[config.mk]
export PLATFORM = sky130hd
export DESIGN_NAME = pulse_speed_capture
export DESIGN_NICKNAME = d
export VERILOG_FILES = /design/src/rtl/spc_pkg.sv /design/src/rtl/spc_decoder.sv /design/src/rtl/spc_control.sv /design/src/rtl/spc_datapath.sv /design/src/rtl/pulse_speed_capture.sv
export SDC_FILE = /design/constraint.sdc
export NUM_CORES = 1
export LEC_CHECK = 0
export ABC_AREA = 1
export BUFFER_PORTS_ARGS = -buffer_cell sky130_fd_sc_hd__buf_2
export CAP_MARGIN = 20
export CORE_MARGIN = 2
export CORE_UTILIZATION = 55
export CTS_BUF_LIST = sky130_fd_sc_hd__clkbuf_8
export CTS_CLUSTER_DIAMETER = 120
export DETAILED_ROUTE_END_ITERATION = 7
export PLACE_DENSITY = 0.72
export REMOVE_ABC_BUFFERS = 1
export SYNTH_ARGS = -nofsm -noshare
export SYNTH_HDL_FRONTEND = slang
export SYNTH_SLANG_ARGS = --single-unit
[constraint.sdc]
create_clock -name clk -period 6.1 [get_ports clk]
set_input_delay 1.22 -clock clk [delete_from_list [all_inputs] [get_ports clk]]
set_output_delay 1.22 -clock clk [all_outputs]
set_load 0.01 [all_outputs]
[src/rtl/spc_pkg.sv]
package spc_pkg;

  // strobes from the window control to the datapath
  typedef struct packed {
    logic tick;       // reference tick of this cycle
    logic winStart;   // reset the elapsed-tick counter
    logic divStart;   // launch a division for the window just closed
    logic divDown;    // sign of the window just closed
    logic forceZero;  // idle timeout reached
  } spcCtrl_t;

endpackage

[src/rtl/spc_decoder.sv]
module spc_decoder (
  input  logic clk,
  input  logic rst,
  input  logic modeQuad,
  input  logic inA,
  input  logic inB,
  output logic stepValid,
  output logic stepDown,
  output logic quadErr
);

  logic [1:0] syncA, syncB;
  logic       prevA, prevB;
  logic       curA, curB, chgA, chgB;
  logic       errQ;

  assign curA = syncA[1];
  assign curB = syncB[1];
  assign chgA = curA ^ prevA;
  assign chgB = curB ^ prevB;

  always_ff @(posedge clk) begin
    if (rst) begin
      syncA <= '0;
      syncB <= '0;
      prevA <= 1'b0;
      prevB <= 1'b0;
      errQ  <= 1'b0;
    end else begin
      syncA <= {syncA[0], inA};
      syncB <= {syncB[0], inB};
      prevA <= curA;
      prevB <= curB;
      if (modeQuad && chgA && chgB) errQ <= 1'b1;
    end
  end

  always_comb begin
    if (modeQuad) begin
      // exactly one line moved: a legal quadrature step
      stepValid = chgA ^ chgB;
      // A moving: forward when the new A differs from B
      // B moving: forward when the new B equals A
      stepDown  = chgA ? ~(curA ^ prevB) : (curB ^ prevA);
    end else begin
      stepValid = curA & ~prevA;
      stepDown  = 1'b0;
    end
  end

  assign quadErr = errQ;

endmodule

[src/rtl/spc_control.sv]
module spc_control
  import spc_pkg::*;
#(
  parameter int TICK_DIV      = 1,
  parameter int TIMEOUT_TICKS = 1_000_000,
  parameter int NW            = 7
) (
  input  logic          clk,
  input  logic          rst,
  input  logic          stepValid,
  input  logic          stepDown,
  input  logic [NW-1:0] effN,
  input  logic          divBusy,
  output spcCtrl_t      ctrl
);

  localparam int DW = (TICK_DIV > 1) ? $clog2(TICK_DIV) : 1;
  localparam int IW = $clog2(TIMEOUT_TICKS + 1);

  logic tick;

  generate
    if (TICK_DIV <= 1) begin : g_tick_every
      assign tick = 1'b1;
    end else begin : g_tick_div
      logic [DW-1:0] divCnt;
      always_ff @(posedge clk) begin
        if (rst) divCnt <= '0;
        else if (divCnt == DW'(TICK_DIV - 1)) divCnt <= '0;
        else divCnt <= divCnt + 1'b1;
      end
      assign tick = (divCnt == DW'(TICK_DIV - 1));
    end
  endgenerate

  logic          winActive, winDown;
  logic [NW-1:0] edgeCnt;
  logic [IW-1:0] idleCnt;
  logic          restart, closeWin, timeoutHit;

  always_comb begin
    restart    = stepValid && (!winActive || (stepDown != winDown));
    closeWin   = stepValid && !restart && ((edgeCnt + 1'b1) == effN);
    timeoutHit = !stepValid && tick && (idleCnt == IW'(TIMEOUT_TICKS - 1));

    ctrl.tick      = tick;
    ctrl.winStart  = restart || closeWin;
    ctrl.divStart  = closeWin && !divBusy;
    ctrl.divDown   = winDown;
    ctrl.forceZero = timeoutHit;
  end

  always_ff @(posedge clk) begin
    if (rst) begin
      winActive <= 1'b0;
      winDown   <= 1'b0;
      edgeCnt   <= '0;
      idleCnt   <= '0;
    end else if (stepValid) begin
      idleCnt <= '0;
      if (restart) begin
        winActive <= 1'b1;
        winDown   <= stepDown;
        edgeCnt   <= '0;
      end else if (closeWin) begin
        edgeCnt <= '0;
      end else begin
        edgeCnt <= edgeCnt + 1'b1;
      end
    end else if (tick && (idleCnt != IW'(TIMEOUT_TICKS))) begin
      idleCnt <= idleCnt + 1'b1;
      if (timeoutHit) winActive <= 1'b0;
    end
  end

endmodule

[src/rtl/spc_datapath.sv]
module spc_datapath
  import spc_pkg::*;
#(
  parameter int TICK_HZ   = 1_000_000,
  parameter int N_MAX     = 100,
  parameter int N_RESET   = 4,
  parameter int SPEED_MAX = 10000,
  parameter int SPEED_W   = 16,
  parameter int NW        = 7
) (
  input  logic                      clk,
  input  logic                      rst,
  input  logic                      modeQuad,
  input  logic                      sampleWr,
  input  logic [15:0]               sampleSet,
  input  logic                      sampleApply,
  input  logic                      stepValid,
  input  logic                      stepDown,
  input  spcCtrl_t                  ctrl,
  output logic [NW-1:0]             effN,
  output logic                      divBusy,
  output logic signed [SPEED_W-1:0] speed,
  output logic signed [31:0]        total,
  output logic                      sampleValid
);

  localparam logic signed [15:0] N_HI   = 16'(N_MAX);
  localparam logic signed [15:0] N_INIT = 16'(N_RESET);
  localparam logic [31:0]        TICK_C = 32'(TICK_HZ);
  localparam logic [31:0]        SMAX_C = 32'(SPEED_MAX);

  // sample-count setting: holding copy and active copy
  logic signed [15:0] shadowN, activeN, clampN, loN;

  always_ff @(posedge clk) begin
    if (rst) begin
      shadowN <= N_INIT;
      activeN <= N_INIT;
    end else begin
      if (sampleWr)    shadowN <= $signed(sampleSet);
      if (sampleApply) activeN <= shadowN;
    end
  end

  always_comb begin
    loN = modeQuad ? 16'sd2 : 16'sd1;
    if (activeN < loN)       clampN = loN;
    else if (activeN > N_HI) clampN = N_HI;
    else                     clampN = activeN;
  end

  assign effN = NW'(clampN);

  // elapsed ticks inside the open window, saturating
  logic [31:0] elapsed, divisorNow;

  always_ff @(posedge clk) begin
    if (rst)                                 elapsed <= '0;
    else if (ctrl.winStart)                  elapsed <= '0;
    else if (ctrl.tick && (elapsed != '1))   elapsed <= elapsed + 1'b1;
  end

  assign divisorNow = (elapsed == '1) ? elapsed : elapsed + {31'b0, ctrl.tick};

  // running pulse total
  always_ff @(posedge clk) begin
    if (rst)            total <= '0;
    else if (stepValid) total <= stepDown ? total - 32'sd1 : total + 32'sd1;
  end

  // serial restoring divider
  logic [31:0] rem, quo, dvsr, prod;
  logic [32:0] remShift, remSub;
  logic [5:0]  bitCnt;
  logic        busy, negQ, fits;
  logic [SPEED_W-1:0] mag;

  assign prod     = 32'(effN) * TICK_C;
  assign remShift = {rem, quo[31]};
  assign remSub   = remShift - {1'b0, dvsr};
  assign fits     = ~remSub[32];
  assign mag      = (quo > SMAX_C) ? SPEED_W'(SPEED_MAX) : quo[SPEED_W-1:0];

  always_ff @(posedge clk) begin
    if (rst) begin
      busy        <= 1'b0;
      negQ        <= 1'b0;
      bitCnt      <= '0;
      rem         <= '0;
      quo         <= '0;
      dvsr        <= '0;
      speed       <= '0;
      sampleValid <= 1'b0;
    end else begin
      sampleValid <= 1'b0;
      if (ctrl.forceZero) begin
        busy  <= 1'b0;
        speed <= '0;
      end else if (ctrl.divStart) begin
        busy   <= 1'b1;
        negQ   <= ctrl.divDown;
        bitCnt <= '0;
        rem    <= '0;
        quo    <= prod;
        dvsr   <= divisorNow;
      end else if (busy) begin
        if (bitCnt == 6'd32) begin
          busy        <= 1'b0;
          sampleValid <= 1'b1;
          speed       <= negQ ? -$signed(mag) : $signed(mag);
        end else begin
          rem    <= fits ? remSub[31:0] : remShift[31:0];
          quo    <= {quo[30:0], fits};
          bitCnt <= bitCnt + 1'b1;
        end
      end
    end
  end

  assign divBusy = busy;

endmodule

[src/rtl/pulse_speed_capture.sv]
module pulse_speed_capture
  import spc_pkg::*;
#(
  parameter int TICK_HZ       = 1_000_000,
  parameter int TICK_DIV      = 1,
  parameter int TIMEOUT_TICKS = 1_000_000,
  parameter int N_MAX         = 100,
  parameter int N_RESET       = 4,
  parameter int SPEED_MAX     = 10000,
  parameter int SPEED_W       = 16
) (
  input  logic                      clk,
  input  logic                      rst,
  input  logic                      modeQuad,
  input  logic                      pulseA,
  input  logic                      pulseB,
  input  logic                      sampleWr,
  input  logic [15:0]               sampleSet,
  input  logic                      sampleApply,
  output logic signed [SPEED_W-1:0] speedHz,
  output logic signed [31:0]        pulseTotal,
  output logic                      sampleValid,
  output logic                      quadError
);

  localparam int NW = $clog2(N_MAX + 1);

  logic          stepValid, stepDown, divBusy;
  logic [NW-1:0] effN;
  spcCtrl_t      ctrl;

  spc_decoder u_dec (
    .clk       (clk),
    .rst       (rst),
    .modeQuad  (modeQuad),
    .inA       (pulseA),
    .inB       (pulseB),
    .stepValid (stepValid),
    .stepDown  (stepDown),
    .quadErr   (quadError)
  );

  spc_control #(
    .TICK_DIV      (TICK_DIV),
    .TIMEOUT_TICKS (TIMEOUT_TICKS),
    .NW            (NW)
  ) u_ctl (
    .clk       (clk),
    .rst       (rst),
    .stepValid (stepValid),
    .stepDown  (stepDown),
    .effN      (effN),
    .divBusy   (divBusy),
    .ctrl      (ctrl)
  );

  spc_datapath #(
    .TICK_HZ   (TICK_HZ),
    .N_MAX     (N_MAX),
    .N_RESET   (N_RESET),
    .SPEED_MAX (SPEED_MAX),
    .SPEED_W   (SPEED_W),
    .NW        (NW)
  ) u_dp (
    .clk         (clk),
    .rst         (rst),
    .modeQuad    (modeQuad),
    .sampleWr    (sampleWr),
    .sampleSet   (sampleSet),
    .sampleApply (sampleApply),
    .stepValid   (stepValid),
    .stepDown    (stepDown),
    .ctrl        (ctrl),
    .effN        (effN),
    .divBusy     (divBusy),
    .speed       (speedHz),
    .total       (pulseTotal),
    .sampleValid (sampleValid)
  );

endmodule

==> Word-level counts from Yosys, hierarchy flattened <==
Cells that the tools add are included.
{ "totals": {"regBits": 253, "in_bits": 23, "out_inout_bits": 50, "wordCells": 109} }
{ "classes": {"addsub": 8, "mul": 1, "magnitude_cmp": 3, "n_eq_ne": 9, "muxes": 30, "bitwise": 12, "n_reduce_logical": 25} }
{ "op_table": {"columns": ["operator", "n"], "rows": [
  ["$mux 32", 9],
  ["$sub 33x32->33", 1],
  ["$add 32x1->32 const B", 1],
  ["$add 32x2->32 const B", 1],
  ["$eq 32x32->1 const B", 1],
  ["$gt 32x14->1 const B", 1],
  ["$mux 16", 2],
  ["$ne 32x32->1 const B", 1],
  ["$sub 32x2->32 const B", 1],
  ["$mux 7", 4],
  ["$mul 7x14->21 const B", 1],
  ["$add 20x1->20 const B", 1],
  ["$eq 20x20->1 const B", 1],
  ["$ne 20x20->1 const B", 1],
  ["$mux 6", 3],
  ["$gt 16x8->1 const B", 1],
  ["$lt 16x3->1", 1],
  ["$neg 16->16", 1],
  ["$mux 1", 11],
  ["$reduce_and 3->1", 3],
  ["$add 7x1->7 const B", 1],
  ["$eq 7x7->1", 1],
  ["$logic_and 1x1->1", 7],
  ["$add 6x1->6 const B", 1],
  ["other kinds (13)", 32]
]} }

==> Longest topological paths before layout <==
Gate-level depths: netlist of run 1.
{ "logic_depth": {"word_depth": 13, "ltp_mapped": 29, "mapped_depth_nobuf": 29} }

==> Cells and area by module <==
Synthesis of run 1 repeated with hierarchy kept, for this count alone.
{ "unflattened": {"cells_unflattened": 2812, "area_unflattened_um2": 18138.6} }
{ "by_module_without_submodules": {"columns": ["module", "instances", "cells_each", "area_per_inst_um2", "seq_area_each_um2"], "rows": [
  ["spc_datapath", 1, 2500, 16064.2, 4344.2],
  ["spc_control", 1, 270, 1766.7, 580.6],
  ["spc_decoder", 1, 42, 307.8, 140.1]
]} }

==> Worst setup path before layout of run 1 <==
No wires, ideal clock.
{ "synth_path": {"path_type": "input -> register", "startpoint": "input modeQuad", "endpoint": "register u_dp.quo[22]", "setup_ps": 113, "t_arrival_ps": 5261, "required_time_ps": 5987, "setup_slack_ps": 726, "stages": 25, "path_buffers": 0, "cell_sequence": "inv_1 -> ha_1 -> nor2_1 -> nand2_1 -> nor2_1 -> nand3_1 -> nand2_2 -> nand2_1 -> nand2_1 -> inv_1 -> fa_1 -> ha_1 -> inv_1 -> fa_1 -> inv_1 -> fa_1 -> ha_1 -> a21oi_1 -> inv_1 -> a31oi_1 -> o21ai_0 -> xnor2_1 -> nor2_1 -> nor2_1 -> nor2_1"} }
{ "synth_via": {"elab_chain_len": 10, "word_cells_on_any_way": 21, "classes_between": "mul: 1; order compare: 1; eq/ne: 3; mux: 5; bitwise: 1; reduce/logical: 10"} }
{ "synth_rtl": {"columns": ["element", "line_no", "rtl"], "rows": [
  ["start: declaration", "pulse_speed_capture.sv:14", "input logic modeQuad,"],
  ["branches (longest 10 deep; another with $mul 7x14->21)", null, null],
  ["end signal: assignment", "spc_datapath.sv:104", "quo <= prod;"],
  ["end signal: assignment", "spc_datapath.sv:113", "quo <= {quo[30:0], fits};"],
  ["end: declaration", "spc_datapath.sv:72", "logic [31:0] rem, quo, dvsr, prod;"]
]} }
Parallel ways; which one is timed is not known.
A chain may end at the register's enable or synchronous reset.

==> Worst setup path in the final report of run 1 <==
{ "layout_path": {"startpoint": "input modeQuad", "endpoint": "register u_dp.quo[26]"} }
Same word-level chain as after synthesis.

==> run summary, run 1 <==
clock sinks - 253
top-count cell post-synth - nand2_1
Mean Syn Cell Area - 6.96 um^2
top-level I/O count - 73
area grow syn2layout - 9.94%
DIE WIDTH - 178 um
RR Startpoint - u_dp.activeN[15]
max_cap viols - 0
clock-pin slew on the worst setup and hold paths - 60 ps
CP endpoint - u_dp.quo[26]
Final period util - 0.871
vias in the first global route - 14425
Routed Antenna Nets - 0
sequential share of power - 0.396
Yosys reg bits - 253
Commonest cells post-synth - 446 x nand2_1, 361 x nor2_1, 289 x inv_1
vias per cell - 5.36
Leak - 8.58 nW
Fin Setup TNS - 0 ps
FP Rows - 63
sw power - 1.32 mW
CP Capture Type - register
final setup vio count - 0
Die ar. - 0.0316 mm^2
share of layout cells above drive strength 1 - 0.110
ANT cells - 0
Final Non-Filler Cells - 2871
detailed-route via count - 15380
Tmin final - 5310 ps
Final Max Slew Viols - 0
post-route clock skew - 22.2 ps
worst rel slew slack - 0.379
critical path depth - 28
crit path buf inv count - 6
critical path peak fanout - 10
synthesized area - 0.0166 mm^2
initial core utilization - 0.560
cell family with most CP delay - adder cells
Avg WL per Cell - 14.1 um
routability-driven placement congestion ratio - 0.936
Hold Crit Class - register to register
switching share of power - 0.302
global-route wire length before repair - 68000 um
DP Cell Count - 2784
kind of critical path - input pin to register
Main synth FF type - dfxtp_1
CTS Hold Bufs - 0
Max clock buf depth - 3
Post-synth EDFFs - 0
R2R Setup Slk - 1160 ps
DR DRC count - 0
fmax - 188 MHz
Clock Power Share - 0.410
Synth top area share - 0.305
final net count - 2599
1st-pass router iterations - 5
Internal - 3.05 mW
initial antenna violation count - 0
core region area - 0.0296 mm^2
largest net degree at the start of global routing - 70
combinational share of power - 0.194
post-synth top area cell - dfxtp_1
CP most frequent cell - nor2_1
status - complete, no violations
RSZ-0062 raised after global routing - false
Detailed Route WL - 40500 um
CP Data Arrival Time - 5730 ps
Die Y - 178 um
Crit-path slowest cell - fa_1
Synth async-reset ratio - 0
Post-DP HPWL - 30100 um
number of post-CTS setup repair buffers - 0
reg2reg end - u_dp.quo[26]
Slowest Stage Delay on Critical Path - 530 ps
Yosys warnings - 0
sequential share of the synthesized area - 0.305
Resized cells post-CTS - 0
Port Buffer Count - 72
top cells by area, synth - dfxtp_1 31%, nand2_1 10%, ha_1 8.8%, nor2_1 8.2%, inv_1 6.5%
Worst-Skew Late Latency - 580 ps
total track usage - 0.259
CTS tree - done
PwrDens - 239 mW/mm^2
count of cell types in the netlist - 51
H-tree depth - 2
total CTS buffers - 47
Root Driver - clkbuf_8
worst vdd ir - 0.000202 V
Worst setup SP type - input pin
Req. time, crit path - 6520 ps
reg2reg path depth - 24
total power - 4.37 mW
final hold viol count - 0
CP startpoint - modeQuad
Detailed Route Iter0 Violations - 936
grt ovf - 0
Cells after Synth - 2383
Hold Crit Start - u_dec.syncB[0]
worst-margin pin slew - 931 ps
[cell families (layout without fill, tap and decap cells)]
family | count (synthesis) | in the layout | share of synthesized area
AND/OR/NAND/NOR | 1037 | 1037 | 0.267
flip-flops | 253 | 253 | 0.305
AO/OA/AOI/OAI | 480 | 480 | 0.173
buffers and inverters | 374 | 472 | 0.0924
adder cells (fa/ha/maj) | 131 | 131 | 0.105
XOR/XNOR | 108 | 108 | 0.0570
[how the worst min path moves through the flow]
stage | to | slack (ps) | cells past startpoint
6_report | u_dec.syncB[1] | 410 | 2
5_1_grt | u_dec.syncA[1] | 430 | 2
4_1_cts | u_dec.syncA[1] | 410 | 2
3_5_place_dp | u_dec.syncB[1] | 400 | 2
3_3_place_gp | u_dec.syncB[1] | 390 | 2
2_1_floorplan | u_dec.syncA[1] | 390 | 2
[registers in the layout, indices dropped and copies added, names as in the netlist, 16 cells and up]
name and cells:
u_ctl.idleCnt 20, u_dp.activeN 16, u_dp.dvsr 32, u_dp.elapsed 32, u_dp.quo 32, u_dp.rem 32, u_dp.shadowN 16, u_dp.speed 16
u_dp.total 32
[tightest hold or removal path: stages (launching register included)]
cell,delay (ps)
dfxtp_1,300
inv_1,40
nor2_1,30
[per-stage QoR]
stage               worst slack [ps]   util  instance area [um^2]  hold slack, ps
floorplan                        718      -                 16200             388
global placement                 305  0.578                 17100             389
detailed placement               192  0.579                 17100             404
CTS                              793  0.614                 18200             412
global route                     378  0.616                 18200             428
finish                           788  0.616                 18200             408
[power by group through the flow]
| stage | Combinational [mW] | Clock (mW) | Sequential, mW |
|---|---|---|---|
| 2_1_floorplan | 0.624 | 0 | 1.77 |
| 3_3_place_gp | 0.839 | 0 | 1.76 |
| 3_5_place_dp | 0.844 | 0 | 1.76 |
| 4_1_cts | 0.858 | 1.84 | 1.73 |
| 5_1_grt | 0.971 | 1.91 | 1.73 |
| 6_report | 0.848 | 1.79 | 1.73 |
[routing by layer]
metal | part of all wire | GRT usage | vias up | wire length, um
li1 | - | - | 7942 | -
met1 | 0.47 | 0.347 | 7077 | 19100
met2 | 0.46 | 0.436 | 299 | 18800
met3 | 0.043 | 0.0353 | 62 | 1750
met4 | 0.021 | 0.0683 | 0 | 832
met5 | 0 | 0 | - | 0
[cells in the final DEF, fill, tap and decap left out, types with 9 or more instances in the layout]
cell type and instances:
inv_2 13, nand2_2 12, nor3_1 34, a21oi_1 182
nor4_1 21, o22ai_2 29, o21ai_1 21, a31oi_1 11
clkbuf_8 68, inv_1 292, or2_2 13, buf_4 9
nand3_1 87, nand2_1 446, fa_1 14, o21ai_0 147
dfxtp_1 253, xnor2_1 33, nor2_1 361, ha_1 117
buf_2 72, nand4_1 29, o21bai_1 10, o211ai_1 35
xor2_1 75
[layout make-up]
type,count,area [um^2]
Clock buffer,68,936
Clock inverter,17,128
Fill cell,2826,11400
Inverter,303,1140
Multi-Input combinational cell,1756,10000
Sequential cell,253,5060
Tap cell,390,488
Timing Repair Buffer,84,483
(Power assumes the default switching activity.)
==> run 2, diff against run 1 <==
- CORE_UTILIZATION: 55 -> 65
- MAX_ROUTING_LAYER: unset -> met4
- PLACE_DENSITY: 0.72 -> 0.83
==> run 2 against run 1 <==
Compared with the run above:
- flip-flop and latch count unchanged
- clock-buffer cell count is 15 lower
- power decreased by 3.8%
- register-to-register slack worse by 20 ps
- die area shrank 15%
- core utilization rose by 10 points
- clock skew shrank 1.7 ps
- design area decreased by 1.3%
- maximum frequency rose by 0.54%
==> run summary, run 2 (same netlist as run 1, synthesis figures left out) <==
R2R Setup Slk - 1140 ps (was 1160 ps)
commonest non-fill, non-tap cell in the layout - nand2_1 (unchanged)
CTS tree - done (unchanged)
top-level I/O count - 73 (unchanged)
Tmin final - 5280 ps (was 5310 ps)
Worst setup SP type - input pin (unchanged)
vias per cell - 5.60 (was 5.36)
total CTS buffers - 43 (was 47)
fmax - 189 MHz (was 188 MHz)
Final period util - 0.866 (was 0.871)
core region area - 0.0251 mm^2 (was 0.0296 mm^2)
Fin Setup TNS - 0 ps (unchanged)
area grow syn2layout - 8.53% (was 9.94%)
routability-driven placement congestion ratio - 0.958 (was 0.936)
final setup vio count - 0 (unchanged)
DIE WIDTH - 164 um (was 178 um)
RSZ-0062 raised after global routing - false (unchanged)
DP Cell Count - 2726 (was 2784)
CP Data Arrival Time - 5730 ps (about the same)
FP Rows - 58 (was 63)
ANT cells - 0 (unchanged)
Final Instance Area - 0.0180 mm^2 (was 0.0182 mm^2)
vias in the first global route - 14544 (was 14425)
Avg WL per Cell - 14.8 um (was 14.1 um)
final net count - 2595 (was 2599)
Detailed Route WL - 41500 um (was 40500 um)
Leak - 8.53 nW (was 8.58 nW)
Worst-Skew Late Latency - 570 ps (was 580 ps)
worst rel slew slack - 0.362 (was 0.379)
initial core utilization - 0.661 (was 0.560)
detailed-route via count - 15681 (was 15380)
Hold Slack - 409 ps (was 408 ps)
total power - 4.20 mW (was 4.37 mW)
grt ovf - 0 (unchanged)
max_cap viols - 0 (unchanged)
clock-pin slew on the worst setup and hold paths - 60 ps (about the same)
H-tree depth - 2 (unchanged)
Die ar. - 0.0268 mm^2 (was 0.0316 mm^2)
Die Y - 164 um (was 178 um)
kind of critical path - input pin to register (unchanged)
status - complete, no violations (unchanged)
Hold Crit Class - register to register (unchanged)
PwrDens - 233 mW/mm^2 (was 239 mW/mm^2)
clock sinks - 253 (unchanged)
CTS Hold Bufs - 0 (unchanged)
final hold viol count - 0 (unchanged)
Resized cells post-CTS - 0 (unchanged)
worst-margin pin slew - 953 ps (was 931 ps)
Fill cells - 2113 (was 2826)
Routed Antenna Nets - 0 (unchanged)
post-route clock skew - 20.4 ps (was 22.2 ps)
Final Non-Filler Cells - 2801 (was 2871)
Port Buffer Count - 72 (unchanged)
total track usage - 0.318 (was 0.259)
DR DRC count - 0 (unchanged)
worst vdd ir - 0.000298 V (was 0.000202 V)
share of layout cells above drive strength 1 - 0.103 (was 0.110)
largest net degree at the start of global routing - 69 (was 70)
initial antenna violation count - 0 (unchanged)
critical path peak fanout - 7 (was 10)
1st-pass router iterations - 6 (was 5)
Final Max Slew Viols - 0 (unchanged)
Root Driver - clkbuf_8 (unchanged)
Area after DPL - 0.0171 mm^2 (about the same)
Detailed Route Iter0 Violations - 1275 (was 936)
CP Capture Type - register (unchanged)
most frequent cells in the layout - 446 x nand2_1, 361 x nor2_1, 300 x inv_1, 253 x dfxtp_1, 182 x a21oi_1 (was 446 x nand2_1, 361 x nor2_1, 292 x inv_1, 253 x dfxtp_1, 182 x a21oi_1)
Max clock buf depth - 3 (unchanged)
Post-DP HPWL - 30400 um (was 30100 um)
global-route wire length before repair - 68700 um (was 68000 um)
Req. time, crit path - 6550 ps (was 6520 ps)
number of post-CTS setup repair buffers - 0 (unchanged)
run 2: worst paths after layout:
| kind | startpoint | endpoint | cells after the start |
|---|---|---|---|
| hold / removal | u_dec.syncB[0] | u_dec.syncB[1] | 2 |
| setup / recovery | modeQuad | u_dp.quo[22] | 26 |
| setup reg to reg | u_dp.activeN[15] | u_dp.quo[22] | 23 |
| hold reg to reg | u_dec.syncB[0] | u_dec.syncB[1] | 2 |
run 2: power by group:
group	total (mW)	internal, mW	leakage, nW	switching, mW
combinational	0.849	0.317	5.96	0.532
clock	1.62	0.914	0.515	0.709
sequential	1.73	1.70	2.05	0.0344
total	4.20	2.93	8.53	1.28
run 2: critical path, stage by stage:
cell and delay [ps]:
buf_2 150, inv_1 100, ha_1 210, nor2_1 80, nand2_1 50, nor2_1 100
nand3_1 90, nand2_2 140, nand2_1 160, nand2_1 120, inv_1 60, fa_1 440
ha_1 290, inv_1 50, fa_1 530, inv_1 50, fa_1 450, ha_1 380
a21oi_1 270, inv_1 70, a31oi_1 230, o21ai_0 140, xnor2_1 150, nor2_1 60
nor2_1 100, nor2_1 50
run 2: area by class of cell:
type | instances | area, um^2 | area share
Multi-Input combinational cell | 1756 | 10000 | 0.555
Sequential cell | 253 | 5060 | 0.281
Inverter | 303 | 1140 | 0.0634
Clock buffer | 53 | 729 | 0.0405
Timing Repair Buffer | 84 | 470 | 0.0261
Tap cell | 330 | 413 | 0.0229
Clock inverter | 22 | 188 | 0.0104
run 2: metrics by stage:
stage	util	worst slack, ps
2_1_floorplan	-	718
3_3_place_gp	0.679	339
3_5_place_dp	0.681	301
4_1_cts	0.717	858
5_1_grt	0.717	547
6_report	0.717	817
run 2: metal layers:
layer | global-route usage | vias up | wire length, um
met5 | - | - | 0
met4 | 0.0781 | 0 | 683
met3 | 0.0485 | 61 | 2550
met2 | 0.505 | 450 | 18800
met1 | 0.427 | 7225 | 19500
li1 | - | 7945 | -
==> run 3, diff against run 2 <==
--- a/config.mk
+++ b/config.mk
@@ -8,3 +8,2 @@
 export ABC_AREA = 1
-export BUFFER_PORTS_ARGS = -buffer_cell sky130_fd_sc_hd__buf_2
 export CAP_MARGIN = 20
@@ -15,4 +14,5 @@
 export DETAILED_ROUTE_END_ITERATION = 7
+export DONT_BUFFER_PORTS = 1
 export MAX_ROUTING_LAYER = met4
-export PLACE_DENSITY = 0.83
+export PLACE_DENSITY = 0.81
 export REMOVE_ABC_BUFFERS = 1
==> constraint.sdc (replaced) <==
create_clock -name clk -period 6.1 [get_ports clk]
set_input_delay 1.83 -clock clk [delete_from_list [all_inputs] [get_ports clk]]
set_output_delay 1.83 -clock clk [all_outputs]
set_load 0.01 [all_outputs]
==> run 3 against run 2 <==
Compared with the run above:
- clock power is 2% lower
- design area fell by 1.8%
- final cell count fell by 2.2%
- worst setup slack lost 240 ps
- flip-flop and latch count did not move
- sequential power about the same
==> run summary, run 3 (same netlist as run 1, synthesis figures left out) <==
Post-DP HPWL - 30100 um (was 30400 um)
worst slack at placement - 76.5 ps (was 301 ps)
H-tree depth - 2 (unchanged)
clock sinks - 253 (unchanged)
final hold viol count - 0 (unchanged)
share of layout cells above drive strength 1 - 0.0809 (was 0.103)
Worst-Skew Late Latency - 560 ps (was 570 ps)
post-route clock skew - 31.6 ps (was 20.4 ps)
Leak - 8.19 nW (was 8.53 nW)
vias in the first global route - 14256 (was 14544)
Area after DPL - 0.0168 mm^2 (was 0.0171 mm^2)
commonest non-fill, non-tap cell in the layout - nand2_1 (unchanged)
grt met1 use - 0.391 (was 0.427)
global-route wire length before repair - 67000 um (was 68700 um)
Die Y - 164 um (unchanged)
area grow syn2layout - 6.55% (was 8.53%)
largest net degree at the start of global routing - 81 (was 69)
kind of critical path - input pin to register (unchanged)
Hold Slack - 416 ps (was 409 ps)
worst-margin pin slew - 979 ps (was 953 ps)
core region area - 0.0251 mm^2 (unchanged)
Most Crowded Layer GR - met2 (unchanged)
DR DRC count - 0 (unchanged)
Worst setup SP type - input pin (unchanged)
Detailed Route Iter0 Violations - 995 (was 1275)
Fin Setup TNS - 0 ps (unchanged)
Final Instance Area - 0.0177 mm^2 (was 0.0180 mm^2)
most frequent cells in the layout - 446 x nand2_1, 361 x nor2_1, 299 x inv_1, 253 x dfxtp_1, 182 x a21oi_1 (was 446 x nand2_1, 361 x nor2_1, 300 x inv_1, 253 x dfxtp_1, 182 x a21oi_1)
Detailed Route WL - 40400 um (was 41500 um)
vias per cell - 5.54 (was 5.60)
worst rel slew slack - 0.345 (was 0.362)
GR Util met3 - 0.0437 (was 0.0485)
1st-pass router iterations - 5 (was 6)
grt ovf - 0 (unchanged)
critical path peak fanout - 7 (unchanged)
RSZ-0062 raised after global routing - false (unchanged)
CP Data Arrival Time - 6000 ps (was 5730 ps)
setup ws final - 576 ps (was 817 ps)
met2 Track Usage GR - 0.521 (was 0.505)
CTS Hold Bufs - 0 (unchanged)
Max clock buf depth - 3 (unchanged)
Resized cells post-CTS - 0 (unchanged)
CP Capture Type - register (unchanged)
status - complete, no violations (unchanged)
final net count - 2534 (was 2595)
Root Driver - clkbuf_8 (unchanged)
final setup vio count - 0 (unchanged)
max_cap viols - 0 (unchanged)
clock-pin slew on the worst setup and hold paths - 60 ps (about the same)
Avg WL per Cell - 14.7 um (was 14.8 um)
Hold Crit Class - register to register (unchanged)
total CTS buffers - 43 (unchanged)
CTS tree - done (unchanged)
worst vdd ir - 0.000219 V (was 0.000298 V)
PwrDens - 234 mW/mm^2 (was 233 mW/mm^2)
Port Buffer Count - 0 (was 72)
Final period util - 0.906 (was 0.866)
total power - 4.13 mW (was 4.20 mW)
routability-driven placement congestion ratio - 0.937 (was 0.958)
number of post-CTS setup repair buffers - 0 (unchanged)
initial core utilization - 0.661 (unchanged)
top-level I/O count - 73 (unchanged)
initial antenna violation count - 0 (unchanged)
Routed Antenna Nets - 0 (unchanged)
Tmin final - 5520 ps (was 5280 ps)
detailed-route via count - 15191 (was 15681)
Die ar. - 0.0268 mm^2 (unchanged)
Final Max Slew Viols - 0 (unchanged)
Req. time, crit path - 6580 ps (was 6550 ps)
ANT cells - 0 (unchanged)
DIE WIDTH - 164 um (unchanged)
FP Rows - 58 (unchanged)
fmax - 181 MHz (was 189 MHz)
total track usage - 0.309 (was 0.318)
-- run 3: changes by cell type in the layout (fill, tap and decap cells not counted), sizes merged --
cell	before	now
buf	84	23
clkinvlp	1	3
bufinv	3	2
inv	316	315
-- run 3: layer usage --
metal	vias to the layer above	part of all wire
met5	-	0
met1	6975	0.46
met2	334	0.47
met3	72	0.046
li1	7810	-
met4	0	0.024
-- run 3: area by class of cell --
cell class              instances  area, um^2
inverters                     303        1140
flip-flops and latches        253        5060
clock inverters                22         158
fillers                      2219        7420
repair buffers                 23         173
well taps                     330         413
multi-input cells            1756       10000
clock buffers                  53         729
-- run 3: worst max-delay path: stages --
cell and delay, ps:
inv_1 30, ha_1 190, nor2_1 80, nand2_1 50, nor2_1 110, nand3_1 100, nand2_2 120, inv_4 60
nand2_1 80, nand2_1 70, inv_1 70, fa_1 420, ha_1 290, inv_1 50, fa_1 540, inv_1 60
fa_1 450, ha_1 340, a21oi_1 240, o21ai_0 140, nand2_1 80, o2111ai_1 130, xor2_1 170, o21ai_1 140
nor2_1 50, nor2_1 110
-- run 3: per-stage QoR --
stage,util,cells
global route,0.704,2740
detailed placement,0.669,2665
global placement,0.669,2665
floorplan,-,2312
CTS,0.704,2740
finish,0.704,2740
-- run 3: report_power, final --
| part | total [mW] | switching (mW) | internal, mW | leakage (nW) |
|---|---|---|---|---|
| combinational | 0.812 | 0.499 | 0.314 | 5.65 |
| clock | 1.58 | 0.705 | 0.871 | 0.492 |
| sequential | 1.74 | 0.0493 | 1.70 | 2.05 |
-- run 3: final timing paths --
check | startpoint | cells past startpoint | end | slack [ps]
setup / recovery | modeQuad | 26 | u_dp.quo[24] | 580
hold / removal | u_dec.syncA[0] | 2 | u_dec.syncA[1] | 420
setup reg to reg | u_dp.activeN[2] | 24 | u_dp.quo[24] | 1290
hold reg to reg | u_dec.syncA[0] | 2 | u_dec.syncA[1] | 420
